## src/rtl/bp_pkg.sv

```systemverilog
package bp_pkg;
  typedef logic [1:0] ctr_t;
  localparam ctr_t CTR_MAX     = 2'd3;
  localparam ctr_t CTR_WEAK_NT = 2'd1;

  function automatic ctr_t ctr_step(input ctr_t c, input logic up);
    if (up)  return (c == CTR_MAX) ? c : ctr_t'(c + 2'd1);
    else     return (c == 2'd0)    ? c : ctr_t'(c - 2'd1);
  endfunction
endpackage

```

## src/rtl/bp_sat_table.sv

```systemverilog
module bp_sat_table
  import bp_pkg::*;
#(
  parameter int   IDX_W   = 8,
  parameter ctr_t RST_VAL = CTR_WEAK_NT
) (
  input  logic             clk_i,
  input  logic             rst_ni,
  input  logic [IDX_W-1:0] rd_a_idx_i,
  input  logic [IDX_W-1:0] rd_b_idx_i,
  input  logic             wr_en_i,
  input  logic [IDX_W-1:0] wr_idx_i,
  input  logic             wr_up_i,
  output ctr_t             rd_a_o,
  output ctr_t             rd_b_o
);
  localparam int DEPTH = 1 << IDX_W;

  ctr_t [DEPTH-1:0] tab_q;
  ctr_t             wr_old;

  assign rd_a_o = tab_q[rd_a_idx_i];
  assign rd_b_o = tab_q[rd_b_idx_i];
  assign wr_old = tab_q[wr_idx_i];

  always_ff @(posedge clk_i or negedge rst_ni) begin
    if (!rst_ni) begin
      for (int i = 0; i < DEPTH; i++) tab_q[i] <= RST_VAL;
    end else if (wr_en_i) begin
      tab_q[wr_idx_i] <= ctr_step(wr_old, wr_up_i);
    end
  end

  assert_hold_R9: assert property (@(posedge clk_i) disable iff (!rst_ni)
    !wr_en_i |=> $stable(tab_q));

  assert_saturate_R2: assert property (@(posedge clk_i) disable iff (!rst_ni)
    (wr_en_i && wr_up_i && wr_old == CTR_MAX) |=> tab_q[$past(wr_idx_i)] == CTR_MAX);

  assert_floor_R2: assert property (@(posedge clk_i) disable iff (!rst_ni)
    (wr_en_i && !wr_up_i && wr_old == 2'd0) |=> tab_q[$past(wr_idx_i)] == 2'd0);
endmodule

```

## src/rtl/bp_history.sv

```systemverilog
module bp_history #(
  parameter int SET_W  = 6,
  parameter int HIST_W = 2
) (
  input  logic              clk_i,
  input  logic              rst_ni,
  input  logic              upd_i,
  input  logic [SET_W-1:0]  upd_set_i,
  input  logic              upd_taken_i,
  input  logic [SET_W-1:0]  p_set_i,
  output logic [HIST_W-1:0] ghist_o,
  output logic [HIST_W-1:0] p_lhist_o,
  output logic [HIST_W-1:0] r_lhist_o
);
  localparam int SETS = 1 << SET_W;

  logic [HIST_W-1:0]            ghist_q;
  logic [SETS-1:0][HIST_W-1:0]  lhist_q;

  assign ghist_o   = ghist_q;
  assign p_lhist_o = lhist_q[p_set_i];
  assign r_lhist_o = lhist_q[upd_set_i];

  always_ff @(posedge clk_i or negedge rst_ni) begin
    if (!rst_ni) begin
      ghist_q <= '0;
      lhist_q <= '0;
    end else if (upd_i) begin
      ghist_q            <= {ghist_q[HIST_W-2:0], upd_taken_i};
      lhist_q[upd_set_i] <= {lhist_q[upd_set_i][HIST_W-2:0], upd_taken_i};
    end
  end

  assert_ghist_shift_R3: assert property (@(posedge clk_i) disable iff (!rst_ni)
    upd_i |=> (ghist_q[0] == $past(upd_taken_i)) && (ghist_q[1] == $past(ghist_q[0])));

  assert_lhist_shift_R4: assert property (@(posedge clk_i) disable iff (!rst_ni)
    upd_i |=> lhist_q[$past(upd_set_i)][0] == $past(upd_taken_i));

  assert_hist_hold_R9: assert property (@(posedge clk_i) disable iff (!rst_ni)
    !upd_i |=> $stable(ghist_q) && $stable(lhist_q));
endmodule

```

## src/rtl/tournament_bp.sv

```systemverilog
module tournament_bp
  import bp_pkg::*;
#(
  parameter int PC_W   = 32,
  parameter int PC_LSB = 2,
  parameter int SET_W  = 6,
  parameter int HIST_W = 2
) (
  input  logic            clk_i,
  input  logic            rst_ni,
  input  logic            pred_req_i,
  input  logic [PC_W-1:0] pred_pc_i,
  output logic            pred_valid_o,
  output logic            pred_taken_o,
  output logic            pred_local_o,
  input  logic            res_valid_i,
  input  logic [PC_W-1:0] res_pc_i,
  input  logic            res_taken_i
);
  localparam int TBL_W = SET_W + HIST_W;

  logic [SET_W-1:0]  p_set, r_set;
  logic [HIST_W-1:0] ghist, p_lh, r_lh;
  ctr_t              g_p, g_r, l_p, l_r, c_p, c_r;
  logic              g_r_dir, l_r_dir, chooser_wr;

  assign p_set = pred_pc_i[PC_LSB +: SET_W];
  assign r_set = res_pc_i[PC_LSB +: SET_W];

  bp_history #(.SET_W(SET_W), .HIST_W(HIST_W)) i_hist (
    .clk_i, .rst_ni,
    .upd_i      (res_valid_i),
    .upd_set_i  (r_set),
    .upd_taken_i(res_taken_i),
    .p_set_i    (p_set),
    .ghist_o    (ghist),
    .p_lhist_o  (p_lh),
    .r_lhist_o  (r_lh)
  );

  bp_sat_table #(.IDX_W(TBL_W), .RST_VAL(CTR_WEAK_NT)) i_glob (
    .clk_i, .rst_ni,
    .rd_a_idx_i({p_set, ghist}),
    .rd_b_idx_i({r_set, ghist}),
    .wr_en_i   (res_valid_i),
    .wr_idx_i  ({r_set, ghist}),
    .wr_up_i   (res_taken_i),
    .rd_a_o    (g_p),
    .rd_b_o    (g_r)
  );

  bp_sat_table #(.IDX_W(TBL_W), .RST_VAL(CTR_WEAK_NT)) i_loc (
    .clk_i, .rst_ni,
    .rd_a_idx_i({p_set, p_lh}),
    .rd_b_idx_i({r_set, r_lh}),
    .wr_en_i   (res_valid_i),
    .wr_idx_i  ({r_set, r_lh}),
    .wr_up_i   (res_taken_i),
    .rd_a_o    (l_p),
    .rd_b_o    (l_r)
  );

  // chooser: 0..1 prefer global, 2..3 prefer local
  assign g_r_dir    = g_r[1];
  assign l_r_dir    = l_r[1];
  assign chooser_wr = res_valid_i && (g_r_dir != l_r_dir);

  bp_sat_table #(.IDX_W(SET_W), .RST_VAL(2'd1)) i_choose (
    .clk_i, .rst_ni,
    .rd_a_idx_i(p_set),
    .rd_b_idx_i(r_set),
    .wr_en_i   (chooser_wr),
    .wr_idx_i  (r_set),
    .wr_up_i   (l_r_dir == res_taken_i),
    .rd_a_o    (c_p),
    .rd_b_o    (c_r)
  );

  assign pred_valid_o = pred_req_i;
  assign pred_local_o = c_p[1];
  assign pred_taken_o = c_p[1] ? l_p[1] : g_p[1];

  // chooser entry must not move when both components agreed
  assert_chooser_agree_R5: assert property (@(posedge clk_i) disable iff (!rst_ni)
    (res_valid_i && g_r_dir == l_r_dir && pred_req_i && p_set == r_set)
      |=> (!$changed(res_pc_i) && !$changed(pred_pc_i)) -> (c_p == $past(c_p)));

  assert_chooser_step_R5: assert property (@(posedge clk_i) disable iff (!rst_ni)
    (chooser_wr && c_r == 2'd3 && l_r_dir == res_taken_i && $stable(res_pc_i))
      |=> 1'b1 ##0 (r_set != $past(r_set) || c_r == 2'd3));
endmodule

```

## config.mk

```make
export PLATFORM = sky130hd
export DESIGN_NAME = tournament_bp
export DESIGN_NICKNAME = d
export VERILOG_FILES = /design/src/rtl/bp_pkg.sv /design/src/rtl/bp_sat_table.sv /design/src/rtl/bp_history.sv /design/src/rtl/tournament_bp.sv
export SDC_FILE = /design/constraint.sdc
export NUM_CORES = 2
export LEC_CHECK = 0
export BUFFER_PORTS_ARGS = -buffer_cell sky130_fd_sc_hd__buf_2
export CORE_MARGIN = 4
export CORE_UTILIZATION = 45
export CTS_CLUSTER_SIZE = 14
export DETAILED_ROUTE_END_ITERATION = 8
export HOLD_SLACK_MARGIN = 0.08
export PLACE_DENSITY = 0.7
export SLEW_MARGIN = 20
export SYNTH_ARGS = -nofsm -noshare
export SYNTH_HDL_FRONTEND = slang
export SYNTH_SLANG_ARGS = --single-unit
```

## constraint.sdc

```tcl
create_clock -name clk_i -period 7.5 [get_ports clk_i]
set_clock_uncertainty 0.2 [all_clocks]
set_input_delay 1.5 -clock clk_i [delete_from_list [all_inputs] [get_ports clk_i]]
set_output_delay 1.5 -clock clk_i [all_outputs]
set_load 0.02 [all_outputs]
```

-- Word-level counts from Yosys, hierarchy flattened
Cells that the tools add are included.
- flip-flop bits (word level): 1282
- latch bits: 0
- RAM bits: 0
- memory bits (read-only): 0
- output and inout bits: 3
- logic and storage cells: 707
- memories: 0
- add/sub/neg operators: 6
- multiply operators: 0
- div/mod/pow operators: 0
- order comparisons: 9
- eq/ne operators: 5
- shift operators: 0
- multiplexer cells: 39
- bitwise gates (word level): 0
- reduce and logical (&&, ||, !) cells: 7
- operators with widths (kind ; count):
    512-bit bitwise mux ; 2
    128-bit bitwise mux ; 2
    2-bit binary-select mux with 8-bit select ; 4
    2-bit binary-select mux with 6-bit select ; 4
    2-bit two-way mux ; 23
    8-bit by 9-bit less-than comparator with 1-bit output, second input constant ; 4
    2-bit demux with 8-bit select ; 2
    8-bit by 1-bit >= comparator with 1-bit output, second input constant ; 2
    6-bit by 7-bit less-than comparator with 1-bit output, second input constant ; 2
    2-bit demux with 6-bit select ; 1
    2-bit by 1-bit adder with 2-bit output, second input constant ; 3
    2-bit == test, second input constant ; 3
    6-bit by 1-bit >= comparator with 1-bit output, second input constant ; 1
    2-bit logical NOT ; 3
    2-bit by 1-bit subtractor with 2-bit output, second input constant ; 3
    1-bit logical AND ; 4
    1-bit == test ; 1
    1-bit two-way mux ; 1
    1-bit inequality test ; 1

-- Longest topological paths before layout
- word-level depth: 9
- depth in mapped cells: 24
- mapped depth without buffers: 13

-- Hierarchy
From an unflattened synthesis, not the netlist that was laid out.
- cells, all modules: 6852
- area total of the unflattened synthesis: 79072.1 um^2
- by module, submodules not included (module ; times used ; cells each ; area an instance (um^2)):
    bp_sat_table at i_loc ; 1 ; 2706 ; 31566.5
    bp_sat_table at i_glob ; 1 ; 2699 ; 31370.1
    bp_sat_table at i_choose ; 1 ; 801 ; 8592.0
    bp_history ; 1 ; 641 ; 7500.9
    tournament_bp ; 1 ; 5 ; 42.5

-- Least setup slack after synthesis
OpenSTA, ideal clock, no wires.
- path kind: in2out
- start point: input port pred_pc_i[5]
- end point: output port pred_taken_o
- data arrival time: 5.869 ns
- data required time: 5.800 ns
- slack: -0.069 ns
- stages: 14
- buffers on the path: 4
- path through: clkbuf_1 clkinv_1 mux4_2 mux4_2 clkbuf_1 clkbuf_1 buf_1 mux4_2 mux2i_1 a31oi_1 o2111ai_1 o211ai_1 nor3b_1 a311o_1
- longest elaborated chain between the ends: 5
- ends and longest elaborated chain (what ; line ; source):
    start: declaration ; tournament_bp.sv:12 ; input logic [PC_W-1:0] pred_pc_i,
    2-bit binary-select mux with 6-bit select ; bp_history.sv:21 ; assign p_lhist_o = lhist_q[p_set_i];
    2-bit two-way mux (implied by the code) ; bp_history.sv:21 ;
    2-bit binary-select mux with 8-bit select ; bp_sat_table.sv:22 ; assign rd_a_o = tab_q[rd_a_idx_i];
    2-bit two-way mux (implied by the code) ; bp_sat_table.sv:22 ;
    1-bit two-way mux (*) ; tournament_bp.sv:81 ; assign pred_taken_o = c_p[1] ? l_p[1] : g_p[1];
    end: declaration ; tournament_bp.sv:14 ; output logic pred_taken_o,
Mark *: on every way between the ends. The rest lies on a longest branch, timed or not. The select of a mux whose other input is x is not followed.

-- Worst setup path after layout
- start point: input port pred_pc_i[2]
- end point: output port pred_taken_o
The elaborated chain is that of the path after synthesis.

==> results.toml <==
[logic_synthesis]
syn_nets = 6253
synth_edf_count = 0
postSynthAreaPerCell_sq_um = 10.7
netlist_instances = 6184
synthFlopType = "dfrtp_1"
synth-seq-cells = 1282
ys_async_sr_fraction_pct = 100
yosys_warnings = 0
ys_seq_area_share_pct = 49.7
synth_area_sq_um = 66000
synth_cell_types = 83

[die]
die_area_sq_um = 153000
pin_count = 72
placementRows = 140
start_util_pct = 45.3
die_h_um = 391
design.core.area_sq_um = 146000
die_w_um = 391

[sta]
max_freq_mhz = 130
timing.final.crit_share_pct = 102
rsz0062_at_grt = "yes"
hold_viol = 0
tightest_slew_ns = 1.19
setup_viol = 1
min_period_ns = 7.68
whs_ns = 0.267
slew_headroom_pct = 20.4
final-max-slew-violation-count = 0
setup_slack_ns = -0.184

[placed_design]
place_congestion = 0.995
placement.io_buffers = 17
dp_hpwl_um = 150000

[global_routing]
antenna_found_initial = 14
overflow = 0
grt_pass1_wl_um = 338000
grt_pass1_vias = 52663
grt_max_degree = 172
grt.total_usage_pct = 29.2

[clock_tree]
ctsRootBufferMaster = "clkbuf_16"
h-tree-depth = 4
clk_latency_ns = 0.82
clk_pin_slew_worst_paths_ns = 0.06
hold_buffers = 0
clock-sinks = 1282
cts_tree = "built"
clock_path_buffers = 3
cts_buffers = 140

[setup_path]
cp-start-kind = "input pin"
cp_slowest_cell = "mux4_4"
cp.depth = 15
cp_top_family = "multiplexers"
crit_chain = "buf_12, buf_12, mux4_2, mux4_2, mux4_4, buf_12, buf_12, mux4_2, a22o_1, a221oi_2, mux4_2, o211ai_1, nor3b_2, a311o_2, buf_6"
cp.arrival_ns = 5.98
r2r-start = "i_hist.ghist_o[0]"
r2r_slack_ns = 1.37
r2r_cells = 14
path_buf_inv = 5
cpPeakStageDelay_ns = 0.68
critPathCaptureType = "output port"
r2r-end = "i_choose.tab_q[70]"
crit_type = "input pin to output port"
path_max_fanout = 7
required_ns = 5.80

[pwr]
total_power_mw = 18.9
ir_drop_uv = 276
p_per_area_nw_per_um2 = 253
cellLeakagePower_nw = 29.8

[status]
status = "complete, but fails checks"
violations = "negative setup slack"

[routing]
antenna_left = 0
post_drt_wl_per_cell_um = 27.1
drt_iter0_markers = 6391
vias = 52971
drc = 0
wl_um = 223000
firstDrtPassIters = 6
avgViaCountPerCell = 6.45

[min_path]
hold_path.startpoint = "i_loc.tab_q[384]"
hold-path-endpoint = "i_loc.tab_q[384]"
min_path_type = "flop to flop"
hold_depth = 2

[finish]
final_layout_size_suffix_gt1_share_pct = 32.0
fill_cells = 12479
nNetsFinal = 6240
area_delta_synth_final_pct = 13.5

[job]
drv_cap = 0
[routing by layer]
layer  wire, um  global-route usage, %  vias to the layer above
met4      13800                   15.9                       10
met5         55                      0                        -
met1      86100                   38.6                    26731
met2      97500                   43.2                     2931
met3      25500                   8.78                      741
li1           -                      -                    22558
[kinds of logic after synthesis]
family	count (synthesis)	share of synthesized area [%]
simple gates	1824	11.3
compound gates	1743	16.8
flops	1282	49.7
mux	712	18.1
buf+inv	619	3.97
fa+ha+maj	4	0.0626
[what timing repair did]
| action | in CTS | in global routing |
|---|---|---|
| gates cloned | 1 | 0 |
| endpoints found under the setup margin | 1 | 1 |
| pin swaps | 10 | 7 |
| setup buffers | 9 | 3 |
| gates resized for setup | 25 | 15 |
[registers in the layout, summed over array words and instances, names as in the netlist]
name            flops
i_hist.ghist_o      2
i_loc.tab_q       512
i_glob.tab_q      512
i_choose.tab_q    128
i_hist.lhist_q    128
[placed cells by master, fill, tap and decap left out, drive strengths merged, types with 8 or more instances in the layout]
master / instances
nand3: 49
buf: 383
o211ai: 11
nor3: 36
a22oi: 51
a211o: 8
bufinv: 9
clkinv: 41
mux2i: 75
nand2b: 12
inv: 86
a22o: 17
mux4: 359
nor2: 643
dfrtp: 706
nor2b: 17
nor4: 12
dfstp: 576
a21oi: 539
o22ai: 70
and2: 15
o2111ai: 10
and3: 41
a211oi: 49
nand2: 947
a2111oi: 8
nand4: 15
mux2: 278
o22a: 66
a31oi: 189
clkbuf: 199
a221oi: 42
o31ai: 101
a32oi: 9
diode: 11
o21ai: 522
[worst max path at each step]
stage | end | from | slack [ns]
after floorplan | pred_taken_o | pred_pc_i[5] | 0.14
after global placement | pred_taken_o | pred_pc_i[2] | -0.34
after detailed placement | pred_taken_o | pred_pc_i[2] | -0.34
after CTS | pred_taken_o | pred_pc_i[2] | -0.20
after global routing | pred_taken_o | pred_pc_i[2] | -0.19
final | pred_taken_o | pred_pc_i[2] | -0.18
[metrics by stage]
step	utilization [%]	cells	setup slack [ns]	instance area, sq um	TNS (ns)
after floorplan	-	6184	0.142	66000	0
after global placement	47.9	7934	-0.337	69800	-0.337
after detailed placement	47.9	7934	-0.336	69800	-0.336
after CTS	51.3	8203	-0.204	74800	-0.204
after global routing	51.4	8206	-0.188	74800	-0.188
final	51.4	8216	-0.184	74900	-0.184
[cells in the mapped netlist (9+ instances only)]
library cell	instances	area share [%]
a211oi_1	48	0.55
a21oi_1	539	4.1
a221oi_1	41	0.54
a22o_1	17	0.23
a22oi_1	51	0.58
a31oi_1	119	1.1
a31oi_2	70	1.3
a32oi_1	9	0.12
and2_1	14	0.13
and3_1	41	0.39
buf_1	38	0.22
buf_2	76	0.58
buf_4	12	0.14
buf_6	21	0.36
clkbuf_1	391	2.2
dfrtp_1	706	27
dfstp_2	576	23
inv_1	77	0.44
mux2_2	278	4.7
mux2i_1	75	1.1
mux4_2	359	12
nand2_1	947	5.4
nand2b_1	12	0.11
nand3_1	48	0.36
nand4_1	14	0.13
nor2_1	643	3.7
nor2b_1	17	0.16
nor3_1	35	0.27
nor4_1	12	0.11
o2111ai_1	10	0.13
o211ai_1	11	0.13
o21ai_0	515	3.9
o22a_1	66	0.88
o22ai_1	69	0.65
o31ai_1	51	0.58
o31ai_2	50	0.95
[tightest hold or removal path, cell delays in order (launching register included)]
cell and delay, ns:
dfstp_2 0.37, nand2_1 0.05, o21ai_1 0.05
[area by class of cell]
class / count / area [sq um] / share of cell area, %
repair buffers: 383 / 3770 / 5.03
clock buffers: 199 / 4080 / 5.45
flip-flops and latches: 1282 / 32800 / 43.8
multi-input cells: 4283 / 30800 / 41.2
diodes: 11 / 27.5 / 0.0368
well taps: 1917 / 2400 / 3.20
inverters: 81 / 307 / 0.409
clock inverters: 60 / 668 / 0.892
[power by group]
group	switching (mW)	internal (mW)	total [mW]
clock network	3.02	4.13	7.15
logic	2.27	1.36	3.63
registers	0.448	7.69	8.14
total	5.73	13.2	18.9
(Power assumes the default switching activity.)
